--- config.mk ---
export PLATFORM = sky130hd
export DESIGN_NAME = i2c_reg_target
export DESIGN_NICKNAME = d
export VERILOG_FILES = /design/src/rtl/i2c_reg_pkg.sv /design/src/rtl/i2c_bus_monitor.sv /design/src/rtl/i2c_reg_file.sv /design/src/rtl/i2c_xfer_fsm.sv /design/src/rtl/i2c_reg_target.sv
export SDC_FILE = /design/constraint.sdc
export NUM_CORES = 1
export LEC_CHECK = 0
export BUFFER_PORTS_ARGS = -buffer_cell sky130_fd_sc_hd__buf_2
export CAP_MARGIN = 20
export CORE_AREA = 2 2 174 176
export CTS_CLUSTER_SIZE = 20
export DETAILED_ROUTE_END_ITERATION = 8
export DIE_AREA = 0 0 176 178
export PLACE_DENSITY = 0.46
export SLEW_MARGIN = 0
export SYNTH_ARGS = -nofsm -noshare
export SYNTH_HDL_FRONTEND = slang
export SYNTH_SLANG_ARGS = --single-unit
--- constraint.sdc ---
create_clock -name clk -period 2.7 [get_ports clk]
set_clock_uncertainty 0.2 [all_clocks]
set_input_delay 0.135 -clock clk [delete_from_list [all_inputs] [get_ports clk]]
set_output_delay 0.135 -clock clk [all_outputs]
set_load 0.02 [all_outputs]
--- src/rtl/i2c_reg_pkg.sv ---
package i2c_reg_pkg;

    localparam int PTR_W  = 8;
    localparam int DATA_W = 8;
    localparam int BIT_CNT_W = $clog2(DATA_W);

    typedef enum logic [2:0] {
        PH_IDLE,        // not addressed, waits for start
        PH_RECV,        // shifting a byte in from the controller
        PH_ACK_SETUP,   // byte taken, pull SDA at next SCL fall
        PH_ACK_HOLD,    // holding ACK through 9th clock
        PH_SEND,        // shifting a byte out
        PH_SEND_LOAD,   // load next read byte at next SCL fall
        PH_MACK_SETUP,  // release SDA for the controller's ACK bit
        PH_MACK         // sample controller ACK/NACK
    } phase_e;

    typedef enum logic [1:0] {
        K_ADDR,
        K_PTR,
        K_DATA
    } kind_e;

    typedef struct packed {
        logic scl;      // synchronised SCL level
        logic sda;      // synchronised SDA level
        logic start;
        logic stop;
        logic rise;     // SCL rising edge
        logic fall;     // SCL falling edge
    } bus_ev_t;

    typedef struct packed {
        logic              en;
        logic [PTR_W-1:0]  addr;
        logic [DATA_W-1:0] data;
    } wr_req_t;

    function automatic logic addr_hit(input logic [DATA_W-1:0] rx, input logic [6:0] dev);
        return rx[DATA_W-1:1] == dev;
    endfunction

endpackage

--- src/rtl/i2c_bus_monitor.sv ---
module i2c_bus_monitor
    import i2c_reg_pkg::*;
#(
    parameter int SYNC_STAGES = 2
) (
    input  logic    clk,
    input  logic    rst,
    input  logic    scl_i,
    input  logic    sda_i,
    output bus_ev_t ev
);
    localparam int MSB = SYNC_STAGES - 1;

    logic [SYNC_STAGES-1:0] scl_sh;
    logic [SYNC_STAGES-1:0] sda_sh;
    logic                   scl_d;
    logic                   sda_d;

    always_ff @(posedge clk) begin
        if (rst) begin
            scl_sh <= '1;
            sda_sh <= '1;
            scl_d  <= 1'b1;
            sda_d  <= 1'b1;
        end else begin
            scl_sh <= {scl_sh[MSB-1:0], scl_i};
            sda_sh <= {sda_sh[MSB-1:0], sda_i};
            scl_d  <= scl_sh[MSB];
            sda_d  <= sda_sh[MSB];
        end
    end

    always_comb begin
        ev.scl   = scl_sh[MSB];
        ev.sda   = sda_sh[MSB];
        ev.start = scl_d && scl_sh[MSB] && sda_d && !sda_sh[MSB];
        ev.stop  = scl_d && scl_sh[MSB] && !sda_d && sda_sh[MSB];
        ev.rise  = !scl_d && scl_sh[MSB];
        ev.fall  = scl_d && !scl_sh[MSB];
    end

endmodule

--- src/rtl/i2c_reg_file.sv ---
module i2c_reg_file
    import i2c_reg_pkg::*;
#(
    parameter int NUM_REGS = 16
) (
    input  logic                   clk,
    input  logic                   rst,
    input  wr_req_t                wr,
    input  logic [PTR_W-1:0]       rd_addr,
    output logic [DATA_W-1:0]      rd_data,
    output logic [NUM_REGS*8-1:0]  q
);
    logic [DATA_W-1:0] mem [NUM_REGS];

    for (genvar gi = 0; gi < NUM_REGS; gi++) begin : g_reg
        always_ff @(posedge clk) begin
            if (rst) begin
                mem[gi] <= '0;
            end else if (wr.en && wr.addr == PTR_W'(gi)) begin
                mem[gi] <= wr.data;
            end
        end
        assign q[gi*8 +: 8] = mem[gi];
    end

    always_comb begin
        rd_data = '0;
        for (int i = 0; i < NUM_REGS; i++) begin
            if (rd_addr == PTR_W'(i)) begin
                rd_data = mem[i];
            end
        end
    end

    AST_OOR_WRITE_IGNORED: assert property (@(posedge clk) disable iff (rst)
        (wr.en && int'(wr.addr) >= NUM_REGS) |=> $stable(q));

endmodule

--- src/rtl/i2c_xfer_fsm.sv ---
module i2c_xfer_fsm
    import i2c_reg_pkg::*;
#(
    parameter logic [6:0] DEV_ADDR = 7'h52
) (
    input  logic              clk,
    input  logic              rst,
    input  bus_ev_t           ev,
    input  logic [DATA_W-1:0] rd_data,
    output wr_req_t           wr,
    output logic [PTR_W-1:0]  ptr,
    output logic              sda_oe
);
    phase_e                phase;
    kind_e                 kind;
    logic [BIT_CNT_W-1:0]  cnt;
    logic [DATA_W-1:0]     shreg;
    logic                  is_read;
    logic [DATA_W-1:0]     rx_byte;
    logic                  byte_done;
    logic                  ptr_load;

    assign rx_byte   = {shreg[DATA_W-2:0], ev.sda};
    assign byte_done = ev.rise && phase == PH_RECV && cnt == BIT_CNT_W'(DATA_W-1);
    assign ptr_load  = byte_done && kind == K_PTR;

    always_comb begin
        wr.en   = byte_done && kind == K_DATA;
        wr.addr = ptr;
        wr.data = rx_byte;
    end

    always_ff @(posedge clk) begin
        if (rst) begin
            phase   <= PH_IDLE;
            kind    <= K_ADDR;
            cnt     <= '0;
            shreg   <= '0;
            is_read <= 1'b0;
            ptr     <= '0;
            sda_oe  <= 1'b0;
        end else if (ev.start) begin
            phase  <= PH_RECV;
            kind   <= K_ADDR;
            cnt    <= '0;
            sda_oe <= 1'b0;
        end else if (ev.stop) begin
            phase  <= PH_IDLE;
            sda_oe <= 1'b0;
        end else if (ev.rise) begin
            case (phase)
                PH_RECV: begin
                    shreg <= rx_byte;
                    cnt   <= cnt + 1'b1;
                    if (byte_done) begin
                        case (kind)
                            K_ADDR: begin
                                if (addr_hit(rx_byte, DEV_ADDR)) begin
                                    is_read <= rx_byte[0];
                                    phase   <= PH_ACK_SETUP;
                                end else begin
                                    phase <= PH_IDLE;
                                end
                            end
                            K_PTR: begin
                                ptr   <= rx_byte;
                                phase <= PH_ACK_SETUP;
                            end
                            default: begin
                                ptr   <= ptr + 1'b1;
                                phase <= PH_ACK_SETUP;
                            end
                        endcase
                    end
                end
                PH_SEND: begin
                    shreg <= {shreg[DATA_W-2:0], 1'b1};
                    cnt   <= cnt + 1'b1;
                    if (cnt == BIT_CNT_W'(DATA_W-1)) begin
                        phase <= PH_MACK_SETUP;
                    end
                end
                PH_MACK: begin
                    if (ev.sda) begin
                        phase <= PH_IDLE;
                    end else begin
                        ptr   <= ptr + 1'b1;
                        phase <= PH_SEND_LOAD;
                    end
                end
                default: ;
            endcase
        end else if (ev.fall) begin
            case (phase)
                PH_ACK_SETUP: begin
                    sda_oe <= 1'b1;
                    phase  <= PH_ACK_HOLD;
                end
                PH_ACK_HOLD: begin
                    cnt <= '0;
                    if (kind == K_ADDR && is_read) begin
                        shreg  <= rd_data;
                        sda_oe <= ~rd_data[DATA_W-1];
                        phase  <= PH_SEND;
                    end else begin
                        sda_oe <= 1'b0;
                        phase  <= PH_RECV;
                        kind   <= (kind == K_ADDR) ? K_PTR : K_DATA;
                    end
                end
                PH_SEND: begin
                    sda_oe <= ~shreg[DATA_W-1];
                end
                PH_SEND_LOAD: begin
                    cnt    <= '0;
                    shreg  <= rd_data;
                    sda_oe <= ~rd_data[DATA_W-1];
                    phase  <= PH_SEND;
                end
                PH_MACK_SETUP: begin
                    sda_oe <= 1'b0;
                    phase  <= PH_MACK;
                end
                default: ;
            endcase
        end
    end

    AST_OE_RISES_SCL_LOW: assert property (@(posedge clk) disable iff (rst)
        $rose(sda_oe) |-> !ev.scl);
    AST_IDLE_RELEASED: assert property (@(posedge clk) disable iff (rst)
        (phase == PH_IDLE) |-> !sda_oe);
    AST_SEND_ONLY_ON_READ: assert property (@(posedge clk) disable iff (rst)
        (phase == PH_SEND) |-> is_read);
    AST_PTR_STEPS_BY_ONE: assert property (@(posedge clk) disable iff (rst)
        (ptr != $past(ptr) && !$past(ptr_load)) |-> ptr == PTR_W'($past(ptr) + 1'b1));

endmodule

--- src/rtl/i2c_reg_target.sv ---
module i2c_reg_target
    import i2c_reg_pkg::*;
#(
    parameter logic [6:0] DEV_ADDR    = 7'h52,
    parameter int         NUM_REGS    = 16,
    parameter int         SYNC_STAGES = 2
) (
    input  logic                  clk,
    input  logic                  rst,
    input  logic                  scl_i,
    input  logic                  sda_i,
    output logic                  sda_drive_low,
    output logic [NUM_REGS*8-1:0] reg_q
);
    bus_ev_t           ev;
    wr_req_t           wr;
    logic [PTR_W-1:0]  ptr;
    logic [DATA_W-1:0] rd_data;

    i2c_bus_monitor #(.SYNC_STAGES(SYNC_STAGES)) u_mon (
        .clk   (clk),
        .rst   (rst),
        .scl_i (scl_i),
        .sda_i (sda_i),
        .ev    (ev)
    );

    i2c_xfer_fsm #(.DEV_ADDR(DEV_ADDR)) u_fsm (
        .clk     (clk),
        .rst     (rst),
        .ev      (ev),
        .rd_data (rd_data),
        .wr      (wr),
        .ptr     (ptr),
        .sda_oe  (sda_drive_low)
    );

    i2c_reg_file #(.NUM_REGS(NUM_REGS)) u_regs (
        .clk     (clk),
        .rst     (rst),
        .wr      (wr),
        .rd_addr (ptr),
        .rd_data (rd_data),
        .q       (reg_q)
    );

endmodule

Word-level counts from Yosys, hierarchy flattened
Memory sizes are Yosys's and may differ from the RTL's.
Cells that the tools add are included.
Storage, ports and cells
  memories: 1
  bits in registers: 32
  RAM bits: 128
  output and inout bits: 129
  input port bits: 4
Cells by class
  reduce and logical (&&, ||, !) cells: 53
  muxes and demuxes: 110
  add/subtract/negate cells: 2
  bitwise operators: 22
  equal/unequal tests: 38
Memories
  u_regs.mem: depth 16, width 8, read ports 16, clocked after Yosys merged registers in 0, wr ports 16, RTL line i2c_reg_file.sv:13  | logic [DATA_W-1:0] mem [NUM_REGS];
Operators with widths (count)
  8-bit 2-to-1 mux: 37
  8-bit by 4-bit == test with 1-bit output (second input constant): 8
  8-bit one-hot mux with 2 select lines: 4
  1-bit 2-to-1 mux: 53
  8-bit by 3-bit == test with 1-bit output (second input constant): 4
  3-bit 2-to-1 mux: 10
  1-bit logical AND: 27
  8-bit by 2-bit == test with 1-bit output (second input constant): 2
  1-bit bitwise OR: 16
  3-bit == test (second input constant): 5
  5-bit AND reduction: 3
  7-bit AND reduction: 2
  3-bit one-hot mux with 4 select lines: 1
  5-bit != test (second input constant): 2
  5-bit nonzero test: 2
  3-bit != test (second input constant): 3
  3-bit one-hot mux with 3 select lines: 1
  8-bit by 1-bit adder with 8-bit output (second input constant): 1
  8-bit by 1-bit == test with 1-bit output (second input constant): 1
  8-bit logical NOT: 1
  7-bit == test (second input constant): 1
  7-bit nonzero test: 1
  3-bit by 2-bit == test with 1-bit output (second input constant): 2
  2-bit 2-to-1 mux: 3
  21 further kinds: 35

Depth between registers and ports, before layout
  depth in word-level cells: 21
  depth in mapped cells: 11

Cells and area by module
Synthesis repeated with hierarchy kept, for this count alone.
Unflattened totals
  cell total of the unflattened synthesis: 767
  area total of the unflattened synthesis: 8400.6 um2
By module, submodules not included
  i2c_reg_file: cells an instance 523, area an instance 6413.7 um2, instances 1, sequential area each 3843.7 um2
  i2c_xfer_fsm: cells an instance 226, area an instance 1781.7 um2, instances 1, sequential area each 520.5 um2
  i2c_bus_monitor: cells an instance 18, area an instance 205.2 um2, instances 1, sequential area each 120.1 um2

Worst setup path before layout
Ideal clock, no wire load.
  path type: register to register
  from: reg u_fsm.ptr[4]
  to: mem u_regs.mem[7][0], in the netlist u_regs.mem[0][56], enable pin
  arrival time: 1.887 ns
  path buffers: 2
  setup time: 0.375 ns
  path slack: 0.238 ns
  required time: 2.125 ns
  stages on the path, launching flop included: 7
  cell sequence: dfxtp_1 or4_1 buf_2 nor2_2 buf_4 nand2_1 o21bai_1
RTL lines
  start: declaration: RTL line i2c_xfer_fsm.sv:11  | output logic [PTR_W-1:0] ptr,
  start signal: assignment: RTL line i2c_xfer_fsm.sv:66  | ptr <= rx_byte;
  start signal: assignment: RTL line i2c_xfer_fsm.sv:70  | ptr <= ptr + 1'b1;
  start signal: assignment: RTL line i2c_xfer_fsm.sv:87  | ptr <= ptr + 1'b1;
  end: declaration: RTL line i2c_reg_file.sv:13

Final worst setup path
  from: reg u_fsm.ptr[4]
  to: reg u_fsm.shreg[6]
Between the ends
  longest elaborated chain between the ends: 21
  elaborated cells on any way between the ends: 36
Ends and longest elaborated chain
  8-bit logical NOT: RTL line i2c_reg_file.sv:29  | if (rd_addr == PTR_W'(i)) begin
  8-bit 2-to-1 mux (15 in a row): RTL line i2c_reg_file.sv:29
  8-bit 2-to-1 mux *: RTL line i2c_reg_file.sv:29
  8-bit 2-to-1 mux: RTL line i2c_xfer_fsm.sv:101  | if (kind == K_ADDR && is_read) begin
  8-bit one-hot mux with 2 select lines *: RTL line i2c_xfer_fsm.sv:94  | case (phase)
  8-bit 2-to-1 mux *: RTL line i2c_xfer_fsm.sv:93  | end else if (ev.fall) begin
  8-bit 2-to-1 mux *: RTL line i2c_xfer_fsm.sv:50  | end else if (ev.rise) begin
  end signal: assignment: RTL line i2c_xfer_fsm.sv:53  | shreg <= rx_byte;
  end signal: assignment: RTL line i2c_xfer_fsm.sv:102  | shreg <= rd_data;
  end signal: assignment: RTL line i2c_xfer_fsm.sv:116  | shreg <= rd_data;
  end: declaration: RTL line i2c_xfer_fsm.sv:17  | logic [DATA_W-1:0] shreg;
Every way passes the cells marked *; elsewhere a longest branch is shown, timed or not. The select of a mux whose other input is x is not followed.
A chain may end at the register's enable or synchronous reset.

==> metrics.md <==
| Metric | Value |
|---|---|
| Outcome | `finished, final reports clean` |
| First-pass GRT wire length | `50.3 mm` |
| Top cells by area, synth | `edfxtp_1 (44%), and2_1 (7.4%), dfxtp_1 (7.3%), a21oi_1 (3.0%), nand2_1 (2.5%)` |
| TritonRoute pass-1 iters | `5` |
| Syn Std Cell Area | `8730 um^2` |
| Cell count after synthesis | `864` |
| Root Driver | `clkbuf_16` |
| Drt first-iter violations | `801` |
| Worst hold path type | `reg2reg` |
| TritonCTS clock tree | `yes` |
| Vias/cell | `5.38` |
| P per Cell Area | `522 nW/um^2` |
| Max frequency | `373 MHz` |
| Grt ovf | `0` |
| Critical path class | `reg2reg` |
| Clock Sinks | `160` |
| Setup ws final | `16.5 ps` |
| Slew Limit Fails | `0` |
| Reg clk slew, reported paths | `70 ps` |
| Io pins | `133` |
| Top FF cell, synth | `edfxtp_1` |
| Worst slew margin | `61.0%` |
| Synth cell types | `80` |
| Number of remaining DRC errors | `0` |
| Port-buffer cells | `132` |
| Share of cells above drive strength 1 | `29.2%` |
| CP required | `2820 ps` |
| Clk Latency, worst-skew pair | `430 ps` |
| Leak | `4.32 nW` |
| Post-DP HPWL | `24.8 mm` |
| Core area | `29400 um^2` |
| Number of flops mapped to enable cells by yosys | `128` |
| CTS buffer count | `17` |
| Max VDD drop | `0.344 mV` |
| Final Hold Fails | `0` |
| Reg2Reg Setup Slack | `20 ps` |
| GRT Util Overall | `21.8%` |
| Fill cells | `2958` |
| Pre-CTS setup slack | `-138 ps` |
| Row count | `63` |
| Die extent in y | `178 um` |
| RSZ-0062 raised after global routing | `false` |
| Ys Warns | `0` |
| P&R area growth vs syn | `28.1%` |
| DR vias | `7777` |
| Final core occ | `38.1%` |
| Htree depth | `4` |
| Avg WL per Cell | `23.8 um` |
| Crit path DAT | `2800 ps` |
| Critical Path Fanout Max | `30` |
| Total power | `5.84 mW` |
| Starting density of the core | `29.7%` |
| Most common cell after layout, fill and taps aside | `buf_2` |
| Inserted Diodes | `0` |
| DRT antenna net count | `0` |
| Register area share after synthesis | `51.3%` |
| Post-synth ARST share | `0%` |
| Yosys top cell area share | `44.0%` |
| Post-Route WL | `34.3 mm` |
| Largest net degree at the start of global routing | `31` |
| Routability cong. | `0.927` |
| Die Area | `31300 um^2` |
| Initial antenna violation count | `2` |
| Reg area | `4490 um^2` |
| Synth area leader | `edfxtp_1` |
| Vias in the first global route | `7523` |
| Worst setup EP type | `register` |
| Syn nets | `877` |
| Final period util | `99.4%` |
| Syn avg cell area | `10.1 um^2` |
| Finish-stage setup viols | `0` |
| Worst setup SP type | `register` |
| Least-Margin Pin Slew | `584 ps` |
| Fin crit period | `2680 ps` |
| Multi-input logic area | `3920 um^2` |
| Max cap viols | `0` |
| Die width | `176 um` |
| Most frequent cells in the layout | `buf_2 (132), edfxtp_1 (128), and2_1 (102)` |
| Yosys reg bits | `160` |
| Nets | `1055` |
| Setup TNS | `0 ps` |
| Clock buffer depth | `2` |
[synth_stat cells, types with 5 or more instances]
| master | number |
|---|---|
| and2_1 | 104 |
| and3_1 | 22 |
| a211oi_1 | 13 |
| or2_2 | 9 |
| nand2b_1 | 11 |
| o32ai_1 | 8 |
| o2bb2ai_1 | 6 |
| a22oi_1 | 10 |
| nand3_1 | 19 |
| a21oi_1 | 53 |
| o211ai_1 | 7 |
| o21ai_0 | 36 |
| nand3b_1 | 6 |
| nor2b_1 | 8 |
| inv_1 | 17 |
| a21o_1 | 16 |
| nor4_1 | 10 |
| a31oi_1 | 7 |
| nand2_1 | 59 |
| dfxtp_1 | 32 |
| ha_1 | 9 |
| nor3_1 | 18 |
| o22ai_1 | 8 |
| clkbuf_1 | 48 |
| nor3_2 | 6 |
| edfxtp_1 | 128 |
| buf_2 | 17 |
| nand4_1 | 12 |
| o21bai_1 | 6 |
| nor2_1 | 47 |
| a211o_1 | 5 |
| buf_1 | 8 |
[worst max-delay path, stage by stage, from the launching register on]
cell     delay [ps]
dfxtp_1         370
nor4_4          350
buf_12          240
nand2_1         250
o211a_1         290
o22ai_1         380
nand3_1         190
a32o_1          300
[registers in the layout, summed over array words and instances, names as in the netlist]
name,flops
u_fsm.kind,2
u_fsm.sda_oe,1
u_mon.scl_d,1
u_mon.scl_sh,2
u_fsm.phase,3
u_fsm.ptr,8
u_mon.sda_d,1
u_regs.mem,128
u_fsm.shreg,8
u_fsm.cnt,3
u_fsm.is_read,1
u_mon.sda_sh,2
[final timing paths]
| kind | start | depth (start not counted) | end |
|---|---|---|---|
| max | u_fsm.ptr[4] | 7 | u_fsm.shreg[6] |
| min | u_mon.sda_sh[0] | 1 | u_mon.sda_sh[1] |
| max reg2reg | u_fsm.ptr[4] | 7 | u_fsm.shreg[6] |
| min reg2reg | u_mon.sda_sh[0] | 1 | u_mon.sda_sh[1] |
[area by class of cell]
| cell class | count | area share [%] |
|---|---|---|
| sequential | 160 | 40.1 |
| tap | 390 | 4.36 |
| timing repair buffer | 237 | 14.6 |
| multi-input combinational | 608 | 35.0 |
| clock inverter | 14 | 1.52 |
| inverter | 18 | 0.604 |
| clock buffer | 18 | 3.83 |
[through the flow]
stage	hold slack, ps	area [um^2]	cells
finish	232	11200	1445
CTS	232	11100	1445
global placement	139	10500	1410
detailed placement	134	10500	1410
global route	241	11200	1445
floorplan	38.8	8730	864
[power by group]
part           leakage, nW  total, mW  internal [mW]  switching [mW]
clock network        0.289       2.55           1.40            1.15
registers             1.49       2.85           2.76          0.0976
logic                 2.54      0.434          0.153           0.281
[repair_timing]
action                                 CTS  global route
endpoints found under the hold margin    3             0
buffers inserted                         0             0
hold buffers                             3             0
setup endpoints to repair               15           172
pin swaps                                1             0
resized for setup                        3            14
gates cloned                             0             0
[cells by family after synthesis]
kind of cell,share of synthesized area [%]
and+or+nand+nor,23.9
AOI/OAI and AO/OA,18.1
DFF,51.3
buffers and inverters,4.60
adders and majority gates,1.29
muxes,0.458
xor gates and xnor gates,0.301
[routing by layer]
metal | wire (um) | vias to the layer above | global-route usage [%] | part of all wire, %
li1 | - | 3560 | - | -
met1 | 15600 | 3858 | 30.7 | 45
met2 | 16200 | 317 | 34.8 | 47
met3 | 1770 | 42 | 2.69 | 5.1
met4 | 845 | 0 | 7.23 | 2.5
met5 | 0 | - | 0 | 0
Note: power is estimated with default switching activity, not from simulation.
